`src/rtl/hs_spi_master.sv`:
```
module hs_spi_master #(
  parameter int FRAME_W = 32,
  parameter int CLK_DIV = 4,
  parameter int ACK_TO  = 1000
) (
  input  logic               clk,
  input  logic               rst_n,
  input  logic               start,
  input  logic [FRAME_W-1:0] tx_data,
  output logic               busy,
  output logic               done,
  output logic               ack_err,
  output logic               rd_valid,
  output logic [FRAME_W-1:0] rd_data,
  output logic               hs_ind,
  input  logic               hs_rdy,
  input  logic               hs_ack,
  output logic               spi_cs_n,
  output logic               spi_sclk,
  output logic               spi_mosi,
  input  logic               spi_miso
);
  localparam int HALF = CLK_DIV / 2;
  localparam int DW   = (HALF > 1) ? $clog2(HALF) : 1;
  localparam int BW   = (FRAME_W > 1) ? $clog2(FRAME_W) : 1;
  localparam int TW   = $clog2(ACK_TO + 1);

  typedef enum logic [2:0] {S_IDLE, S_REQ, S_XFER, S_ACKW, S_SETL} st_t;
  st_t state;

  logic [1:0] rdy_sync, ack_sync;
  logic       rdy_d, ack_d;
  logic [FRAME_W-1:0] tx_sr, rx_sr;
  logic [DW-1:0] div;
  logic [BW-1:0] bitc;
  logic [TW-1:0] tmr;
  logic          is_rd;

  wire rdy_s    = rdy_sync[1];
  wire ack_s    = ack_sync[1];
  wire rdy_rise = rdy_s & ~rdy_d;
  wire ack_rise = ack_s & ~ack_d;

  assign busy     = (state != S_IDLE);
  assign spi_mosi = tx_sr[FRAME_W-1];

  always_ff @(posedge clk or negedge rst_n) begin
    if (!rst_n) begin
      rdy_sync <= '0;
      ack_sync <= '0;
      rdy_d    <= 1'b0;
      ack_d    <= 1'b0;
    end else begin
      rdy_sync <= {rdy_sync[0], hs_rdy};
      ack_sync <= {ack_sync[0], hs_ack};
      rdy_d    <= rdy_s;
      ack_d    <= ack_s;
    end
  end

  always_ff @(posedge clk or negedge rst_n) begin
    if (!rst_n) begin
      state    <= S_IDLE;
      tx_sr    <= '0;
      rx_sr    <= '0;
      rd_data  <= '0;
      div      <= '0;
      bitc     <= '0;
      tmr      <= '0;
      is_rd    <= 1'b0;
      hs_ind   <= 1'b0;
      spi_cs_n <= 1'b1;
      spi_sclk <= 1'b0;
      done     <= 1'b0;
      ack_err  <= 1'b0;
      rd_valid <= 1'b0;
    end else begin
      done     <= 1'b0;
      ack_err  <= 1'b0;
      rd_valid <= 1'b0;
      case (state)
        S_IDLE: begin
          if (start) begin
            tx_sr  <= tx_data;
            is_rd  <= 1'b0;
            hs_ind <= 1'b1;
            state  <= S_REQ;
          end else if (rdy_rise) begin
            tx_sr    <= '0;
            is_rd    <= 1'b1;
            spi_cs_n <= 1'b0;
            spi_sclk <= 1'b0;
            div      <= '0;
            bitc     <= '0;
            state    <= S_XFER;
          end
        end
        S_REQ: begin
          if (rdy_s) begin
            hs_ind   <= 1'b0;
            spi_cs_n <= 1'b0;
            spi_sclk <= 1'b0;
            div      <= '0;
            bitc     <= '0;
            state    <= S_XFER;
          end
        end
        S_XFER: begin
          if (div == DW'(HALF - 1)) begin
            div      <= '0;
            spi_sclk <= ~spi_sclk;
            if (!spi_sclk) begin
              rx_sr <= {rx_sr[FRAME_W-2:0], spi_miso};
            end else if (bitc == BW'(FRAME_W - 1)) begin
              spi_cs_n <= 1'b1;
              rd_data  <= rx_sr;
              if (is_rd) begin
                rd_valid <= 1'b1;
                state    <= S_SETL;
              end else begin
                tmr   <= '0;
                state <= S_ACKW;
              end
            end else begin
              tx_sr <= tx_sr << 1;
              bitc  <= bitc + BW'(1);
            end
          end else begin
            div <= div + DW'(1);
          end
        end
        S_ACKW: begin
          if (ack_rise) begin
            done  <= 1'b1;
            state <= S_SETL;
          end else if (tmr == TW'(ACK_TO - 1)) begin
            ack_err <= 1'b1;
            state   <= S_SETL;
          end else begin
            tmr <= tmr + TW'(1);
          end
        end
        S_SETL: begin
          if (!rdy_s && !ack_s) state <= S_IDLE;
        end
        default: state <= S_IDLE;
      endcase
    end
  end
endmodule


```
`config.mk`:
```
export PLATFORM = sky130hd
export DESIGN_NAME = hs_spi_master
export DESIGN_NICKNAME = d
export VERILOG_FILES = /design/src/rtl/hs_spi_master.sv
export SDC_FILE = /design/constraint.sdc
export NUM_CORES = 1
export LEC_CHECK = 0
export BUFFER_PORTS_ARGS = -buffer_cell sky130_fd_sc_hd__buf_2
export CAP_MARGIN = 20
export CORE_MARGIN = 1
export CORE_UTILIZATION = 59
export DETAILED_ROUTE_END_ITERATION = 8
export HOLD_SLACK_MARGIN = 0.03
export PLACE_DENSITY = 0.92
export SYNTH_ARGS = -nofsm -noshare
export SYNTH_HDL_FRONTEND = slang
export SYNTH_SLANG_ARGS = --single-unit
export TNS_END_PERCENT = 1
```
`constraint.sdc`:
```
create_clock -name clk -period 3.9 [get_ports clk]
set_input_delay 0.39 -clock clk [delete_from_list [all_inputs] [get_ports clk]]
set_output_delay 0.39 -clock clk [all_outputs]
set_load 0.02 [all_outputs]
```
==> results of run 1 <==
-- through the flow --
step                cells  total power [mW]  util (%)  setup WS [ns]  instance area (sq um)
global placement      633              1.43      65.2           1.23                   6000
floorplan             470              1.38         -           1.71                   5560
global route          669              3.05      72.1          0.879                   6640
finish                669              2.96      72.1           1.00                   6640
detailed placement    633              1.43      65.2          0.978                   6000
CTS                   668              2.98      71.9          0.931                   6620
-- cell usage after synthesis, drive strengths merged, types with 2 or more instances --
cell,n
a21oi,42
a221oi,2
a22o,4
and3,36
buf,13
clkbuf,15
dfrtp,127
ha,3
inv,6
mux2,67
nand2,47
nand2b,2
nand3,6
nand4,4
nor2,17
nor2b,4
nor3b,2
o21ai,43
o31ai,3
or2,3
or3,3
xor2,2
-- final cells by class --
| type | instances | share of cell area (%) |
|---|---|---|
| Multi-Input combinational cell | 308 | 33.3 |
| Tap cell | 111 | 2.09 |
| Sequential cell | 128 | 48.3 |
| Timing Repair Buffer | 84 | 7.13 |
| Clock buffer | 21 | 6.92 |
| Clock inverter | 11 | 1.96 |
| Inverter | 6 | 0.339 |
-- worst max path at each step --
| stage | to | start |
|---|---|---|
| 4_1_cts | tx_sr[20]$_DFFE_PN0P_ | bitc[0]$_DFFE_PN0P_ |
| 5_1_grt | rx_sr[3]$_DFFE_PN0P_ | state[1]$_DFFE_PN0P_ |
| 6_report | rx_sr[3]$_DFFE_PN0P_ | state[1]$_DFFE_PN0P_ |
| 2_1_floorplan | tx_sr[1]$_DFFE_PN0P_ | bitc[0]$_DFFE_PN0P_ |
| 3_3_place_gp | rx_sr[3]$_DFFE_PN0P_ | state[1]$_DFFE_PN0P_ |
| 3_5_place_dp | tx_sr[16]$_DFFE_PN0P_ | bitc[0]$_DFFE_PN0P_ |
-- report_power, final --
group / internal (mW) / leakage [nW] / switching (mW)
logic: 0.0264 / 1.48 / 0.0367
clock network: 0.964 / 0.277 / 0.591
registers: 1.34 / 1.70 / 0.00811
total: 2.33 / 3.45 / 0.636
-- state kept, by name, indices dropped and copies added (netlist names), 2 cells and up --
| signal | cells |
|---|---|
| tx_sr | 32 |
| rdy_sync | 2 |
| tmr | 10 |
| bitc | 5 |
| state | 3 |
| rx_sr | 32 |
| ack_sync | 2 |
| rd_data | 32 |
-- cells by family (layout without fill, tap and decap cells) --
| group | after synthesis | count (layout) | synth area share (%) |
|---|---|---|---|
| XOR/XNOR | 2 | 2 | 0.315 |
| AO/OA/AOI/OAI | 103 | 103 | 10.3 |
| buffers and inverters | 34 | 122 | 2.90 |
| multiplexers | 68 | 68 | 15.7 |
| adder cells (fa/ha/maj) | 3 | 3 | 0.676 |
| AND/OR/NAND/NOR | 132 | 132 | 12.4 |
| flip-flops | 128 | 128 | 57.7 |
-- metal layers --
metal,vias to the layer above,GRT usage [%]
met5,-,0
met4,0,9.07
met3,24,6.03
met2,143,43.6
met1,1996,33.3
li1,1821,-
-- repair_timing --
action | 4_1_cts | 5_1_grt
endpoints found under the setup margin | 0 | 0
hold buffers | 3 | 0
resized for setup | 0 | 0
hold endpoints to repair | 119 | 0
==> flow_summary.toml, run 1 <==
[outcome]
status = "completed"

[sta]
hold_ws_ns = 0.105
max_freq_ghz = 0.345
post-route-period-util_pct = 74.3
hold_viol_final = 0
tightest_slew_ns = 1.05
post-route-min-period_ns = 2.90
finalClockSkew_ns = 0.00728
grt_setup_unrepaired = "false"
slew_violations = 0
tns_ns = 0
max_slew_margin_pct = 29.8
finalSetupViolCount = 0

[critical_path]
crit_cells = 4
rr_endpoint = "rx_sr[3]$_DFFE_PN0P_"
start_kind = "flip-flop"
critical_path_peak_fanout = 35
r2r_cells = 4
cp.arrival_ns = 3.29
worstReg2RegStart = "state[1]$_DFFE_PN0P_"
worstPathRequired_ns = 4.29
end_kind = "flip-flop"
cp_slowest_cell = "or3_2"
crit_chain = "nor2b_4, nand2_2, or3_2, mux2_4"
cpPeakStageDelay_ns = 1.00
path_buf_inv = 0
critical_path_class = "flip-flop to flip-flop"
cp_top_family = "simple AND/OR/NAND/NOR gates"
rrSetupSlack_ns = 1.00

[clocking]
post_cts_buffers = 0
cts_buffer_depth = 2
ctsHtreeMaxLevel = 4
cts_tree = "built"
clk_pin_slew_worst_paths_ns = 0.06
cts.sinks = 128
cts_root_buffer = "clkbuf_8"
cts_made_buffers = 17
clk_latency_ns = 0.51

[floorplanning]
dieWidth_microns = 99.0
core_sq_um = 9200
rows = 35
start_util_pct = 60.4
ioPinCount = 78
die_h_microns = 99.0
dieArea_sq_um = 9810

[power_and_ir_drop]
ir_drop_mv = 0.348
cellPowerDensity_nw_per_um2 = 447
p_leak_nw = 3.45

[drt]
maxUsedRoutingLayer = "met4"
route.met3.wl_microns = 552
vias = 3984
dr.pass1.iters = 4
wl_met2_microns = 6290
totalWireLength_microns = 12100
via_per_inst = 5.96
initialDrtViolationCount = 249
final_antenna_net_count = 0
wl_met1_microns = 5030
drc = 0
wl_per_cell_microns = 18.1

[logic_synthesis]
ys_async_sr_fraction_pct = 100
post-synth-top-area-cell = "dfrtp_1"
synth_area_leaders = "dfrtp_1 57%, mux2_4 7.8%, mux2_2 7.7%"
synth-main-ff-cell = "dfrtp_1"
syn-cell-area_sq_um = 5560
yosysSeqAreaShare_pct = 57.7
netlist_instances = 470
synth_cell_types = 48
yosysTopAreaCellShare_pct = 57.2
synth_fp_nets = 511
synth_seq_cells = 128
yosys_warnings = 0
synth_edf_count = 0
syn_area_per_cell_sq_um = 11.8

[cells_and_area]
drive_gt1_share_pct = 33.9
mostFrequentLayoutCells = "127 x dfrtp_1, 76 x buf_2, 46 x nand2_1, 42 x a21oi_1, 41 x o21ai_0"
nFillCells = 557
nets = 586
mostFrequentLayoutCell = "dfrtp_1"
multi_input_area_sq_um = 2210
n_antenna_cell = 0
syn_to_final_growth_pct = 19.4
register_area_sq_um = 3200

[worst_hold_path]
worstHoldEndpoint = "rx_sr[0]$_DFFE_PN0P_"
hold_depth = 2
hold_class = "input pin to flip-flop"
worstHoldStart = "spi_miso"

[global_routing]
grt_antenna_before_repair = 0
grt_max_degree = 129
grt_usage_pct = 25.9
global_route.overflow_total = 0
grt_pass1_wl_microns = 19500
grt_pass1_vias = 3863

[run]
max_cap_viol_count = 0

[place]
hpwl_microns = 7010
io_buffer_count = 77
place.gp.congestion = 0.814
No activity file was read; power rests on OpenSTA's default activity.
==> run 2: changes to the inputs <==
--- a/config.mk
+++ b/config.mk
@@ -8,10 +8,10 @@
 export BUFFER_PORTS_ARGS = -buffer_cell sky130_fd_sc_hd__buf_2
 export CAP_MARGIN = 20
 export CORE_MARGIN = 1
-export CORE_UTILIZATION = 59
+export CORE_UTILIZATION = 51
 export DETAILED_ROUTE_END_ITERATION = 8
 export HOLD_SLACK_MARGIN = 0.03
-export PLACE_DENSITY = 0.92
+export PLACE_DENSITY = 0.85
 export SYNTH_ARGS = -nofsm -noshare
 export SYNTH_HDL_FRONTEND = slang
 export SYNTH_SLANG_ARGS = --single-unit
==> constraint.sdc (replaced) <==
create_clock -name clk -period 2.35 [get_ports clk]
set_input_delay 0.235 -clock clk [delete_from_list [all_inputs] [get_ports clk]]
set_output_delay 0.235 -clock clk [all_outputs]
set_load 0.02 [all_outputs]
==> run 2 against run 1 <==
Combinational power grew 76%. Clock skew is 0.0020 ns lower. Global-route usage down 4.4 points. Critical path type unchanged. Critical endpoint is now tx_sr[8]$_DFFE_PN0P_. Largest power group unchanged.
==> flow_summary.toml, run 2 (same netlist as run 1, synthesis figures left out) <==
[run]
max_cap_viol_count = 0

[sta]
finalClockSkew_ns = 0.00531
finalSetupViolCount = 0
grt_setup_unrepaired = "false"
post-route-period-util_pct = 97.0
tightest_slew_ns = 0.420
post-route-min-period_ns = 2.28
slew_violations = 0
tns_ns = 0
max_slew_margin_pct = 72.0
max_freq_ghz = 0.439
hold_viol_final = 0

[cells_and_area]
n_antenna_cell = 0
mostFrequentLayoutCell = "dfrtp_1"
syn_to_final_growth_pct = 23.6
drive_gt1_share_pct = 36.3
reg_top3 = "rd_data x32, rx_sr x32, tx_sr x32"
mostFrequentLayoutCells = "127 x dfrtp_1, 76 x buf_2, 46 x nand2_1, 42 x a21oi_1, 40 x o21ai_0"
final_core_util_pct = 65.6
multi_input_area_sq_um = 2250
register_area_sq_um = 3200
nFillCells = 787
nets = 600

[clocking]
clk_latency_ns = 0.51
ctsHtreeMaxLevel = 4
cts_tree = "built"
clk_pin_slew_worst_paths_ns = 0.06
post_cts_buffers = 0
cts.sinks = 128
cts_buffer_depth = 2
cts_made_buffers = 17
cts_root_buffer = "clkbuf_8"

[critical_path]
critical_path_peak_fanout = 64
critical_path_class = "flip-flop to flip-flop"
worstPathRequired_ns = 2.77
crit_cells = 9
cpPeakStageDelay_ns = 0.42
r2r_cells = 9
cp_top_family = "simple AND/OR/NAND/NOR gates"
start_kind = "flip-flop"
path_buf_inv = 2
cp_slowest_cell = "dfrtp_1"
cp.arrival_ns = 2.70
end_kind = "flip-flop"
crit_chain = "ha_2, and3_1, ha_1, nand4bb_4, nor3b_2, buf_4, o21ai_4, buf_12, o21ai_0"

[floorplanning]
die_h_microns = 106
core_sq_um = 10500
dieWidth_microns = 106
start_util_pct = 53.1
dieArea_sq_um = 11300
rows = 37
ioPinCount = 78

[power_and_ir_drop]
p_leak_nw = 3.56
ir_drop_mv = 0.400
cellPowerDensity_nw_per_um2 = 731

[worst_hold_path]
hold_depth = 4
hold_class = "input pin to flip-flop"

[drt]
wl_per_cell_microns = 16.2
vias = 3856
drc = 0
via_per_inst = 5.45
initialDrtViolationCount = 227
final_antenna_net_count = 0
totalWireLength_microns = 11400
dr.pass1.iters = 4

[global_routing]
grt_antenna_before_repair = 0
grt_usage_pct = 21.5
grt_max_degree = 65
grt_pass1_wl_microns = 19000
global_route.overflow_total = 0
grt_pass1_vias = 3812

[place]
hpwl_microns = 7200
io_buffer_count = 77
place.gp.congestion = 0.823

[outcome]
status = "completed"
## run 2: final timing paths
path,start,to,slack [ns]
worst max register to register,bitc[0]$_DFFE_PN0P_,tx_sr[8]$_DFFE_PN0P_,0.07
worst min-delay path,tx_data[27],tx_sr[27]$_DFFE_PN0P_,0.13
min in group asynchronous,rst_n,rd_data[11]$_DFFE_PN0P_,0.21
max in group asynchronous,rst_n,tx_sr[7]$_DFFE_PN0P_,1.36
worst min register to register,rdy_sync[0]$_DFF_PN0_,rdy_sync[1]$_DFF_PN0_,0.35
worst max-delay path,bitc[0]$_DFFE_PN0P_,tx_sr[8]$_DFFE_PN0P_,0.07
## run 2: what timing repair did
item,in CTS,in global routing
endpoints found under the hold margin,34,0
hold buffers,5,0
endpoints found under the setup margin,0,39
resized for setup,0,7
## run 2: power breakdown
part	total, mW	switching [mW]	internal, mW
clock	2.67	0.925	1.75
sequential	2.24	0.0133	2.22
combinational	0.111	0.0620	0.0492
total	5.02	1.00	4.02
## run 2: worst register-to-register path: stages (launching register included)
cell       delay, ns
dfrtp_1         0.42
ha_2            0.21
and3_1          0.18
ha_1            0.23
nand4bb_4       0.28
nor3b_2         0.21
buf_4           0.16
o21ai_4         0.06
buf_12          0.19
o21ai_0         0.26
## run 2: final cells by class
type,instances,share of cell area [%]
clock buffers,22,7.03
inverters,6,0.328
repair buffers,98,8.86
multi-input cells,308,32.8
clock inverters,9,1.88
flip-flops and latches,128,46.7
well taps,136,2.48
## run 2: metal layers
layer / up-vias / track usage [%] / wire length (microns)
met5: - / 0 / 0
met4: 0 / 7.84 / 171
met3: 16 / 4.41 / 400
met2: 91 / 34.7 / 5820
met1: 1904 / 28.8 / 5040
li1: 1845 / - / -
## run 2: stage by stage
stage | instances | hold slack [ns] | instance area [sq um] | setup WS [ns] | power (mW)
floorplan | 470 | -0.0606 | 5560 | 0.163 | 2.29
global placement | 671 | 0.192 | 6160 | 0.220 | 2.38
detailed placement | 671 | 0.201 | 6160 | 0.102 | 2.38
CTS | 707 | 0.123 | 6820 | 0.0143 | 5.06
global route | 707 | 0.127 | 6870 | 0.0160 | 5.18
finish | 707 | 0.127 | 6870 | 0.0710 | 5.02
